`config.mk`:
```
export PLATFORM = sky130hd
export DESIGN_NAME = adc_start_seq
export DESIGN_NICKNAME = d
export VERILOG_FILES = /design/src/rtl/adc_seq_pkg.sv /design/src/rtl/adc_seq_acq_timer.sv /design/src/rtl/adc_seq_cal_timer.sv /design/src/rtl/adc_seq_shifter.sv /design/src/rtl/adc_start_seq.sv
export SDC_FILE = /design/constraint.sdc
export NUM_CORES = 1
export LEC_CHECK = 0
export ABC_AREA = 1
export CAP_MARGIN = 40
export CORE_UTILIZATION = 53
export CTS_BUF_LIST = sky130_fd_sc_hd__clkbuf_4 sky130_fd_sc_hd__clkbuf_8 sky130_fd_sc_hd__clkbuf_16
export CTS_CLUSTER_SIZE = 20
export DETAILED_ROUTE_END_ITERATION = 10
export PLACE_DENSITY_LB_ADDON = 0.1
export RECOVER_POWER = 50
export SYNTH_ARGS = -nofsm -noshare
export SYNTH_HDL_FRONTEND = slang
export SYNTH_SLANG_ARGS = --single-unit
```
`constraint.sdc`:
```
create_clock -name clk -period 2 [get_ports clk]
set_clock_uncertainty 0.15 [all_clocks]
set_input_delay 0.2 -clock clk [delete_from_list [all_inputs] [get_ports clk]]
set_output_delay 0.2 -clock clk [all_outputs]
set_load 0.03 [all_outputs]
```
`src/rtl/adc_seq_pkg.sv`:
```
package adc_seq_pkg;
  typedef enum logic [1:0] {
    SEQ_IDLE  = 2'd0,
    SEQ_ARM   = 2'd1,
    SEQ_SHIFT = 2'd2
  } seq_state_t;
endpackage

```
`src/rtl/adc_seq_acq_timer.sv`:
```
// Saturating count of cycles since the last conversion end.
module adc_seq_acq_timer #(
  parameter int ACQ_CYC = 4
) (
  input  logic clk,
  input  logic rst_n,
  input  logic clear,
  output logic acq_ready
);
  localparam int GAP_MAX = ACQ_CYC - 1;
  localparam int GW      = (GAP_MAX < 2) ? 1 : $clog2(GAP_MAX + 1);

  logic [GW-1:0] gap_q;

  always_ff @(posedge clk or negedge rst_n) begin
    if (!rst_n)                    gap_q <= GW'(GAP_MAX);
    else if (clear)                gap_q <= '0;
    else if (gap_q != GW'(GAP_MAX)) gap_q <= gap_q + 1'b1;
  end

  assign acq_ready = (gap_q == GW'(GAP_MAX));
endmodule

```
`src/rtl/adc_seq_cal_timer.sv`:
```
// Fixed-length calibration busy period after reset release.
module adc_seq_cal_timer #(
  parameter int CAL_CYC = 24
) (
  input  logic clk,
  input  logic rst_n,
  output logic busy
);
  localparam int CW = (CAL_CYC < 2) ? 1 : $clog2(CAL_CYC);

  logic [CW-1:0] cnt_q;
  logic          busy_q;

  always_ff @(posedge clk or negedge rst_n) begin
    if (!rst_n) begin
      cnt_q  <= '0;
      busy_q <= 1'b1;
    end else if (busy_q) begin
      if (cnt_q == CW'(CAL_CYC - 1)) busy_q <= 1'b0;
      else                           cnt_q  <= cnt_q + 1'b1;
    end
  end

  assign busy = busy_q;
endmodule

```
`src/rtl/adc_seq_shifter.sv`:
```
// Captures the result word and presents it MSB first.
module adc_seq_shifter #(
  parameter int W = 16
) (
  input  logic         clk,
  input  logic         rst_n,
  input  logic         load,
  input  logic         shift,
  input  logic [W-1:0] din,
  output logic         msb
);
  logic [W-1:0] sh_q;

  always_ff @(posedge clk or negedge rst_n) begin
    if (!rst_n)     sh_q <= '0;
    else if (load)  sh_q <= din;
    else if (shift) sh_q <= {sh_q[W-2:0], 1'b0};
  end

  assign msb = sh_q[W-1];
endmodule

```
`src/rtl/adc_start_seq.sv`:
```
module adc_start_seq
  import adc_seq_pkg::*;
#(
  parameter int RES_W   = 16,
  parameter int ACQ_CYC = 4,
  parameter int CAL_CYC = 24
) (
  input  logic             clk,
  input  logic             rst_n,
  input  logic             conv_n,
  input  logic [RES_W-1:0] sample_word,
  output logic             eoc,
  output logic             bit_valid,
  output logic             bit_out,
  output logic             cal_busy
);
  localparam int BW  = $clog2(RES_W);
  localparam int LRW = $clog2(ACQ_CYC + 2);
  localparam int HRW = $clog2(RES_W + 2);

  seq_state_t    state_q, state_d;
  logic [BW-1:0] bit_cnt_q;
  logic          acq_ready, start, last_bit, conv_end, do_shift, msb;

  adc_seq_cal_timer #(.CAL_CYC(CAL_CYC)) u_cal (
    .clk(clk), .rst_n(rst_n), .busy(cal_busy)
  );

  adc_seq_acq_timer #(.ACQ_CYC(ACQ_CYC)) u_acq (
    .clk(clk), .rst_n(rst_n), .clear(conv_end), .acq_ready(acq_ready)
  );

  adc_seq_shifter #(.W(RES_W)) u_shf (
    .clk(clk), .rst_n(rst_n), .load(start), .shift(do_shift),
    .din(sample_word), .msb(msb)
  );

  // Requests are only looked at while idle; nothing is remembered.
  assign start    = (state_q == SEQ_IDLE) && !conv_n && acq_ready && !cal_busy;
  assign last_bit = (bit_cnt_q == BW'(RES_W - 1));
  assign conv_end = (state_q == SEQ_SHIFT) && last_bit;
  assign do_shift = (state_q == SEQ_SHIFT) && !last_bit;

  always_comb begin
    state_d = state_q;
    unique case (state_q)
      SEQ_IDLE:  if (start) state_d = SEQ_ARM;
      SEQ_ARM:   state_d = SEQ_SHIFT;
      SEQ_SHIFT: if (last_bit) state_d = SEQ_IDLE;
      default:   state_d = SEQ_IDLE;
    endcase
  end

  always_ff @(posedge clk or negedge rst_n) begin
    if (!rst_n) begin
      state_q   <= SEQ_IDLE;
      bit_cnt_q <= '0;
    end else begin
      state_q <= state_d;
      if (state_q != SEQ_SHIFT) bit_cnt_q <= '0;
      else if (!last_bit)       bit_cnt_q <= bit_cnt_q + 1'b1;
    end
  end

  assign eoc       = (state_q == SEQ_SHIFT);
  assign bit_valid = eoc;
  assign bit_out   = eoc & msb;

  // Checker-side run-length counters on the eoc output.
  logic [LRW-1:0] low_run_q;
  logic [HRW-1:0] hi_run_q;

  always_ff @(posedge clk or negedge rst_n) begin
    if (!rst_n) begin
      low_run_q <= LRW'(ACQ_CYC + 1);
      hi_run_q  <= '0;
    end else begin
      if (eoc) low_run_q <= '0;
      else if (low_run_q != LRW'(ACQ_CYC + 1)) low_run_q <= low_run_q + 1'b1;
      if (eoc) hi_run_q <= hi_run_q + 1'b1;
      else     hi_run_q <= '0;
    end
  end

  // enough acquisition cycles before every eoc rise
  assert_acq_gap_R10: assert property (@(posedge clk) disable iff (!rst_n)
    $rose(eoc) |-> (low_run_q >= LRW'(ACQ_CYC + 1)));

  // eoc frames exactly RES_W cycles
  assert_eoc_width_R6: assert property (@(posedge clk) disable iff (!rst_n)
    $fell(eoc) |-> (hi_run_q == HRW'(RES_W)));

  // no framing while calibration pending
  assert_cal_quiet_R2: assert property (@(posedge clk) disable iff (!rst_n)
    cal_busy |-> !eoc);

  // a conversion never begins straight out of a busy cycle
  assert_no_start_in_cal_R3: assert property (@(posedge clk) disable iff (!rst_n)
    $rose(eoc) |-> !$past(cal_busy, 2));
endmodule

```
==> flow_summary.ini, run 1 <==
[status]
status = completed

[drt]
viasPerCell = 5.33
first_iter_violations = 68
ant_nets = 0
drt_wl_total_um = 2790
via_count = 1183
drtPass1Iterations = 4
avgRoutedWirePerCell_um = 12.6
drc = 0

[cts]
insertion_delay_ns = 0.32
numCtsBuffers = 5
cts_root_buffer = clkbuf_4
h-tree-depth = 2
clkTransAtPathRegs_ns = 0.09
clock-sinks = 30
holdBufCountCts = 0
cts_tree = built
clock_path_buffers = 2

[power]
power_mw = 2.28
p_per_area_mw_per_mm2 = 1250
leakagePower_nw = 0.923
max-vdd-ir-drop_v = 0.000819

[min_path]
min_path_cells = 3
hold_start = sample_word[7]
min_to = u_shf.sh_q[7]$_DFFE_PN0P_
hp-class = input port to flip-flop

[die]
std_cell_rows = 19
die_y_um = 55.5
die_area_mm2 = 0.00308
io-pin-count = 23
start_util_pct = 55.6
coreArea_mm2 = 0.00273
die_x_um = 55.5

[global_route]
antenna_found_initial = 0
grt_max_degree = 31
grt_pass1_vias = 1147
grt-ovfl-total = 0
grt_pass1_wl_um = 5000
grt_usage_pct = 21.6

[logic_synthesis]
synthArstFlopShare_pct = 100
syn_nets = 188
synth_warnings = 0
syn_inst = 166
ys_ff_latch = 30
synth_edf_count = 0
synth_area_leaders = dfrtp_1 (44%), nand2_1 (11%), nand3_2 (6.6%)
synth_top_area_share_pct = 44.5
syn_area_per_cell_um2 = 9.15
ys_seq_area_share_pct = 49.7
yosysUniqueCellTypes = 26
synth_ff_type = dfrtp_1
netlist_area_mm2 = 0.00152
synth_top_cell_by_area = dfrtp_1

[run]
maxCapViolCount = 0

[setup_path]
required_ns = 1.65
cp-startpoint = state_q[0]$_DFFE_PN0P_
arrival_ns = 1.54
cp_num_buf_inv = 2
worstPathCellList = nor2_4 > inv_1 > nor2_1 > clkdlybuf4s15_1
crit_path_start_kind = flip-flop
cp_top_family = buffers and inverters
r2r_end = u_shf.sh_q[2]$_DFFE_PN0P_
reg2reg_from = u_acq.gap_q[0]$_DFFE_PN1P_
critPathKind = flip-flop to output pin
cp_max_fo = 4
endpoint_kind = output pin
rr_worst_depth = 5
cp_slowest_cell = dfrtp_1
ff2ff_setup_slack_ns = 0.29
slowest_delay_ns = 0.45

[sta]
slew_headroom_pct = 52.5
fin_tns_setup_ns = 0
finalSetupViolCount = 0
tightest_slew_ns = 0.713
fin_crit_sh_pct = 94.5
period_needed_ns = 1.89
report.final.slew_viol_count = 0
rsz0062_at_grt = no
hold_viol = 0
max_freq_mhz = 529

[final_layout]
antenna_cells = 0
final_common_cell = nand2_1
nets = 213
drive_above_1_share_pct = 16.2
nFillCells = 240
final_util_pct = 66.5
mostFrequentLayoutCells = nand2_1 (46), dfrtp_1 (27), nand3_1 (19)
syn2layout_area_growth_pct = 19.7

[place]
dp.final_hpwl_um = 2000
routabilityCongestion = 0.691
portBuffers = 22
==> through the flow <==
stage	hold slack [ns]	cells	setup slack [ns]	instance area (µm²)
after floorplan	-0.246	166	0.360	1520
after global placement	0.313	215	0.189	1740
after detailed placement	0.327	215	0.149	1740
after CTS	0.0924	222	0.0454	1820
after global routing	0.285	222	0.00823	1820
final	0.285	222	0.111	1820
==> worst max-delay path by stage <==
stage,endpoint,slack [ns],cells after the start
6_report,bit_out,0.11,4
5_1_grt,bit_out,0.008,4
3_3_place_gp,bit_out,0.19,5
4_1_cts,cal_busy,0.05,1
3_5_place_dp,bit_out,0.15,5
2_1_floorplan,bit_out,0.36,4
==> logic make-up after synthesis <==
group           count (synthesis)  share of synthesized area [%]
compound gates                  8                           3.05
fa+ha+maj                       3                           2.47
buf+inv                        23                           7.66
xor+xnor                        7                           4.04
simple gates                   95                           33.1
flops                          30                           49.7
==> tightest hold or removal path, stage by stage <==
cell and delay (ns):
clkdlybuf4s50_1 0.40, nand2_1 0.06, nand3_1 0.06
==> cells in the mapped netlist (2+ instances only) <==
library cell  number
inv_1             15
dfrtp_1           27
nand2_1           46
nand3_2           10
xnor2_1            4
nand3_1           19
o21ai_0            3
xor2_1             3
dfstp_2            3
ha_1               3
inv_2              2
buf_6              3
nand4_1            5
nor2_4             3
a21oi_1            2
nor2_1             8
==> registers in the layout, summed over array words and instances (netlist names) <==
register	cells
u_cal.busy	1
u_acq.gap_q	2
u_cal.cnt_q	5
state_q	2
bit_cnt_q	4
u_shf.sh_q	16
==> report_power, final <==
part	switching, mW	internal, mW
logic	0.541	0.311
clock network	0.200	0.291
registers	0.126	0.808
==> layout make-up <==
| cell class | count | area (µm²) | area share [%] |
|---|---|---|---|
| Clock buffer | 6 | 51.3 | 2.82 |
| Timing Repair Buffer | 23 | 225 | 12.4 |
| Clock inverter | 1 | 30.0 | 1.65 |
| Inverter | 18 | 70.1 | 3.85 |
| Multi-Input combinational cell | 113 | 648 | 35.7 |
| Tap cell | 31 | 38.8 | 2.13 |
| Sequential cell | 30 | 754 | 41.5 |
==> routing by layer <==
metal  GRT usage (%)  share of wire, %
met5               0                 0
met1            24.8                41
met2            36.1                52
met3            8.20               4.7
met4            8.57               2.0
==> repair_timing <==
item	in CTS	in global routing
pin swaps	0	0
setup endpoints to repair	3	2
resized for setup	3	2
cloned	0	0
buffers inserted	0	0
Note: power is estimated with default switching activity, not from simulation.
==> run 2, diff against run 1 <==
--- a/config.mk
+++ b/config.mk
@@ -5,14 +5,13 @@
 export SDC_FILE = /design/constraint.sdc
 export NUM_CORES = 1
 export LEC_CHECK = 0
-export ABC_AREA = 1
 export CAP_MARGIN = 40
-export CORE_UTILIZATION = 53
+export CORE_UTILIZATION = 52
 export CTS_BUF_LIST = sky130_fd_sc_hd__clkbuf_4 sky130_fd_sc_hd__clkbuf_8 sky130_fd_sc_hd__clkbuf_16
-export CTS_CLUSTER_SIZE = 20
+export CTS_CLUSTER_SIZE = 24
 export DETAILED_ROUTE_END_ITERATION = 10
 export PLACE_DENSITY_LB_ADDON = 0.1
-export RECOVER_POWER = 50
+export RECOVER_POWER = 25
 export SYNTH_ARGS = -nofsm -noshare
 export SYNTH_HDL_FRONTEND = slang
 export SYNTH_SLANG_ARGS = --single-unit
==> flow_summary.ini, run 2 <==
[final_layout]
nFillCells = 203
antenna_cells = 0
final_common_cell = dfrtp_1
drive_above_1_share_pct = 17.4
syn2layout_area_growth_pct = 22.9
nets = 193
mostFrequentLayoutCells = dfrtp_1 (27), nand3_1 (18), clkdlybuf4s50_1 (17)
regMostFlops = u_shf.sh_q
top_regs = u_shf.sh_q: 16 flops, u_cal.cnt_q: 5 flops, bit_cnt_q: 4 flops
largest_reg_flops = 16

[power]
power.switching_mw = 0.826
swShare_pct = 37.4
clock_power_share_pct = 18.0
max-vdd-ir-drop_v = 0.000894
p_per_area_mw_per_mm2 = 1230
power_mw = 2.21
internal_power_mw = 1.38
leakagePower_nw = 0.794
p_seq_share_pct = 41.8
comb_power_share_pct = 40.2

[drt]
via_count = 1190
drc = 0
first_iter_violations = 22
viasPerCell = 5.89
avgRoutedWirePerCell_um = 14.9
drt_wl_total_um = 3010
ant_nets = 0
drtPass1Iterations = 5

[logic_synthesis]
synth_ff_type = dfrtp_1
synth_top_area_share_pct = 46.4
synthArstFlopShare_pct = 100
synth_most_common_cell = dfrtp_1
synth_edf_count = 0
synth_top_cell_by_area = dfrtp_1
netlist_area_mm2 = 0.00146
ys_seq_area_share_pct = 51.8
ys_ff_latch = 30
syn_inst = 142
syn_area_per_cell_um2 = 10.3
synth_area_leaders = dfrtp_1 (46%), nand3_1 (6.2%), a31oi_1 (5.6%)
syn_nets = 164
synth_warnings = 0
synth_common_cells = dfrtp_1 (27), nand3_1 (18), o21ai_0 (14)
yosysUniqueCellTypes = 34

[sta]
fin_hold_ws_ns = 0.272
slew_headroom_pct = 51.5
rsz0062_at_grt = yes
hold_viol = 0
max_freq_mhz = 504
finalSetupViolCount = 0
tightest_slew_ns = 0.727
fin_crit_sh_pct = 99.2
period_needed_ns = 1.98
report.final.slew_viol_count = 0
fin_tns_setup_ns = 0

[setup_path]
endpoint_kind = flip-flop
cp_max_fo = 6
required_ns = 2.10
critPathKind = flip-flop to flip-flop
crit_path_start_kind = flip-flop
arrival_ns = 2.09

[status]
status = completed

[cts]
holdBufCountCts = 0
cts_tree = built
numCtsBuffers = 5
cts_root_buffer = clkbuf_4
insertion_delay_ns = 0.33
clock_path_buffers = 2
clock-sinks = 30
clkTransAtPathRegs_ns = 0.10
h-tree-depth = 2

[run]
maxCapViolCount = 0

[global_route]
antenna_found_initial = 0
grt_usage_pct = 23.7
grt-ovfl-total = 0
grt_pass1_vias = 1150
grt_pass1_wl_um = 4900
grt_max_degree = 31

[die]
std_cell_rows = 18
die_y_um = 54.9
start_util_pct = 56.7
coreArea_mm2 = 0.00257
io-pin-count = 23
die_x_um = 54.9
die_area_mm2 = 0.00302

[place]
portBuffers = 22
dp.final_hpwl_um = 2040
routabilityCongestion = 0.802

[min_path]
hp-class = input port to flip-flop
==> run 2: cell count changes after synthesis, moves of 3 or more <==
cell     delta
nand2_1    -43
o21ai_0    +11
a31oi_1    +13
nand3_2    -10
nor2_4      -3
inv_1       -7
nand4_1     -4
nor2_1      -6
nor3_1     +12
==> run 2: worst paths after layout <==
| path | start | to | slack, ns | cells after the start |
|---|---|---|---|---|
| worst max-delay path | u_acq.gap_q[0]$_DFFE_PN1P_ | u_shf.sh_q[6]$_DFFE_PN0P_ | 0.02 | 5 |
| worst min-delay path | sample_word[0] | u_shf.sh_q[0]$_DFFE_PN0P_ | 0.27 | 2 |
| worst max register to register | u_acq.gap_q[0]$_DFFE_PN1P_ | u_shf.sh_q[6]$_DFFE_PN0P_ | 0.02 | 5 |
| worst min register to register | u_cal.cnt_q[4]$_DFFE_PN0P_ | u_cal.cnt_q[4]$_DFFE_PN0P_ | 0.34 | 1 |
| max in group asynchronous | rst_n | u_cal.cnt_q[0]$_DFFE_PN0P_ | 0.94 | 2 |
| min in group asynchronous | rst_n | u_shf.sh_q[9]$_DFFE_PN0P_ | 0.29 | 2 |
==> run 2: timing repair <==
| item | 4_1_cts | 5_1_grt |
|---|---|---|
| endpoints found under the setup margin | 10 | 9 |
| gates resized for setup | 3 | 4 |
| setup buffers | 0 | 0 |
| pin swaps | 0 | 0 |
==> run 2: layout make-up <==
| type | count | area [µm²] | area share [%] |
|---|---|---|---|
| clock buffer | 7 | 58.8 | 3.28 |
| clock inverter | 1 | 5.00 | 0.280 |
| inverter | 9 | 33.8 | 1.89 |
| multi-input combinational | 92 | 603 | 33.7 |
| sequential | 30 | 754 | 42.1 |
| tap | 30 | 37.5 | 2.10 |
| timing repair buffer | 33 | 298 | 16.6 |
==> run 2: power by group through the flow <==
stage / clock network (mW) / registers (mW) / logic, mW
CTS: 0.414 / 0.921 / 0.856
floorplan: 0 / 0.903 / 0.670
detailed placement: 0 / 0.934 / 0.863
global placement: 0 / 0.923 / 0.841
global route: 0.436 / 0.947 / 0.999
finish: 0.397 / 0.925 / 0.889
==> run 2: cell families (layout without fill, tap and decap cells) <==
family | Yosys count | count (layout) | synth area share (%)
AOI/OAI and AO/OA | 36 | 36 | 14.9
adders and majority gates | 3 | 3 | 2.58
and+or+nand+nor | 45 | 45 | 16.5
muxes | 2 | 2 | 1.46
DFF | 30 | 30 | 51.8
xor gates and xnor gates | 6 | 6 | 3.61
buffers and inverters | 20 | 50 | 9.11
==> run 2: layer usage <==
layer  track usage (%)  vias up  share of wire, %
li1                  -      573                 -
met1              28.5      575                47
met2              38.6       35                46
met3              9.02        7               6.1
met4              8.75        0               1.5
met5                 0        -                 0
==> run 2: stage by stage <==
stage	std cells	setup slack, ns	cell area [µm²]	util (%)
after floorplan	142	-0.0170	1470	-
after global placement	194	0.0137	1710	66.5
after detailed placement	194	-0.0291	1710	66.5
after CTS	202	0.0168	1770	69.0
after global routing	202	-0.0348	1790	69.7
final	202	0.0167	1790	69.7
==> run 2: critical path: stages (launching register included) <==
cell     delay [ns]
dfstp_2        0.57
ha_4           0.13
or4b_4         0.48
or2_4          0.28
buf_4          0.16
a31oi_1        0.16
==> run 3, diff against run 2 <==
--- a/config.mk
+++ b/config.mk
@@ -10,6 +10,7 @@
 export CTS_BUF_LIST = sky130_fd_sc_hd__clkbuf_4 sky130_fd_sc_hd__clkbuf_8 sky130_fd_sc_hd__clkbuf_16
 export CTS_CLUSTER_SIZE = 24
 export DETAILED_ROUTE_END_ITERATION = 10
+export MAX_ROUTING_LAYER = met4
 export PLACE_DENSITY_LB_ADDON = 0.1
 export RECOVER_POWER = 25
 export SYNTH_ARGS = -nofsm -noshare
==> flow_summary.ini, run 3 (synthesized netlist as in run 2, its figures left out) <==
[status]
status = completed

[drt]
drtPass1Iterations = 4
via_count = 1173
drc = 0
drt_wl_total_um = 2980
avgRoutedWirePerCell_um = 14.7
first_iter_violations = 17
ant_nets = 0
viasPerCell = 5.81

[die]
coreArea_mm2 = 0.00257
start_util_pct = 56.7
die_x_um = 54.9
die_area_mm2 = 0.00302
std_cell_rows = 18
die_y_um = 54.9
io-pin-count = 23

[final_layout]
largest_reg_flops = 16
final_cell_area_mm2 = 0.00179
top_regs = u_shf.sh_q: 16 flops, u_cal.cnt_q: 5 flops, bit_cnt_q: 4 flops
drive_above_1_share_pct = 17.4
nets = 193
final_common_cell = dfrtp_1
regMostFlops = u_shf.sh_q
syn2layout_area_growth_pct = 22.9
mostFrequentLayoutCells = dfrtp_1 (27), nand3_1 (18), clkdlybuf4s50_1 (17)
antenna_cells = 0

[sta]
period_needed_ns = 1.98
fin_crit_sh_pct = 99.1
max_freq_mhz = 504
fin_tns_setup_ns = 0
hold_viol = 0
finalSetupViolCount = 0
tightest_slew_ns = 0.724
fin_hold_ws_ns = 0.271
report.final.slew_viol_count = 0
slew_headroom_pct = 51.7
rsz0062_at_grt = yes

[cts]
numCtsBuffers = 5
clock-sinks = 30
cts_tree = built
insertion_delay_ns = 0.33
cts_root_buffer = clkbuf_4
h-tree-depth = 2
clock_path_buffers = 2
clkTransAtPathRegs_ns = 0.10

[global_route]
antenna_found_initial = 0
grt_pass1_wl_um = 4910
grt_usage_pct = 24.4
grt-ovfl-total = 0
grt_pass1_vias = 1147
grt_max_degree = 31

[setup_path]
required_ns = 2.11
critPathKind = flip-flop to flip-flop
endpoint_kind = flip-flop
cp_max_fo = 6
crit_path_start_kind = flip-flop
arrival_ns = 2.09

[power]
power_mw = 2.21
max-vdd-ir-drop_v = 0.000893
p_per_area_mw_per_mm2 = 1230
leakagePower_nw = 0.794

[min_path]
hp-class = input port to flip-flop

[place]
portBuffers = 22
routabilityCongestion = 0.814
placed_area_mm2 = 0.00171
dp.final_hpwl_um = 2040

[run]
maxCapViolCount = 0
## run 3: cell counts in the layout (fill, tap and decap cells not counted)
Identical to the previous run, type by type.
## run 3: final timing paths
path                                             from                         end  slack [ns]  depth (start not counted)
min in group asynchronous                       rst_n   u_shf.sh_q[9]$_DFFE_PN0P_        0.29                          2
hold reg to reg            u_cal.cnt_q[4]$_DFFE_PN0P_  u_cal.cnt_q[4]$_DFFE_PN0P_        0.33                          1
setup reg to reg           u_acq.gap_q[0]$_DFFE_PN1P_   u_shf.sh_q[6]$_DFFE_PN0P_        0.02                          5
hold / removal                         sample_word[0]   u_shf.sh_q[0]$_DFFE_PN0P_        0.27                          2
max in group asynchronous                       rst_n  u_cal.cnt_q[0]$_DFFE_PN0P_        0.94                          2
setup / recovery           u_acq.gap_q[0]$_DFFE_PN1P_   u_shf.sh_q[6]$_DFFE_PN0P_        0.02                          5
## run 3: report_power, final
part / switching (mW) / total, mW / leakage [nW] / internal (mW)
Sequential: 0.110 / 0.924 / 0.369 / 0.814
Clock: 0.214 / 0.397 / 0.0387 / 0.184
Combinational: 0.497 / 0.884 / 0.386 / 0.387
Total: 0.820 / 2.21 / 0.794 / 1.38
## run 3: metrics by stage
stage | std cells | setup WS, ns | utilization (%)
floorplan | 142 | -0.0170 | -
global placement | 194 | 0.0137 | 66.5
detailed placement | 194 | -0.0291 | 66.5
CTS | 202 | 0.0168 | 69.0
global route | 202 | -0.0348 | 69.7
finish | 202 | 0.0178 | 69.7
## run 3: timing repair
action,in CTS,in global routing
resized for setup,3,4
setup endpoints to repair,10,9
hold buffers,0,0
buffers inserted,0,0
## run 3: metal layers
layer	share of wire [%]	track usage [%]	up-vias
met1	47	28.5	570
li1	-	-	572
met5	0	-	-
met4	1.4	8.75	0
met2	46	38.6	26
met3	5.7	9.02	5
## run 3: worst max-delay path, stage by stage, from the launching register on
cell,delay (ns)
dfstp_2,0.57
ha_4,0.13
or4b_4,0.48
or2_4,0.27
buf_4,0.16
a31oi_1,0.16
## run 3: layout make-up
class,instances,area [µm²]
clock buffers,7,58.8
well taps,30,37.5
inverters,9,33.8
repair buffers,33,298
clock inverters,1,5.00
flip-flops and latches,30,754
fillers,203,777
multi-input cells,92,603
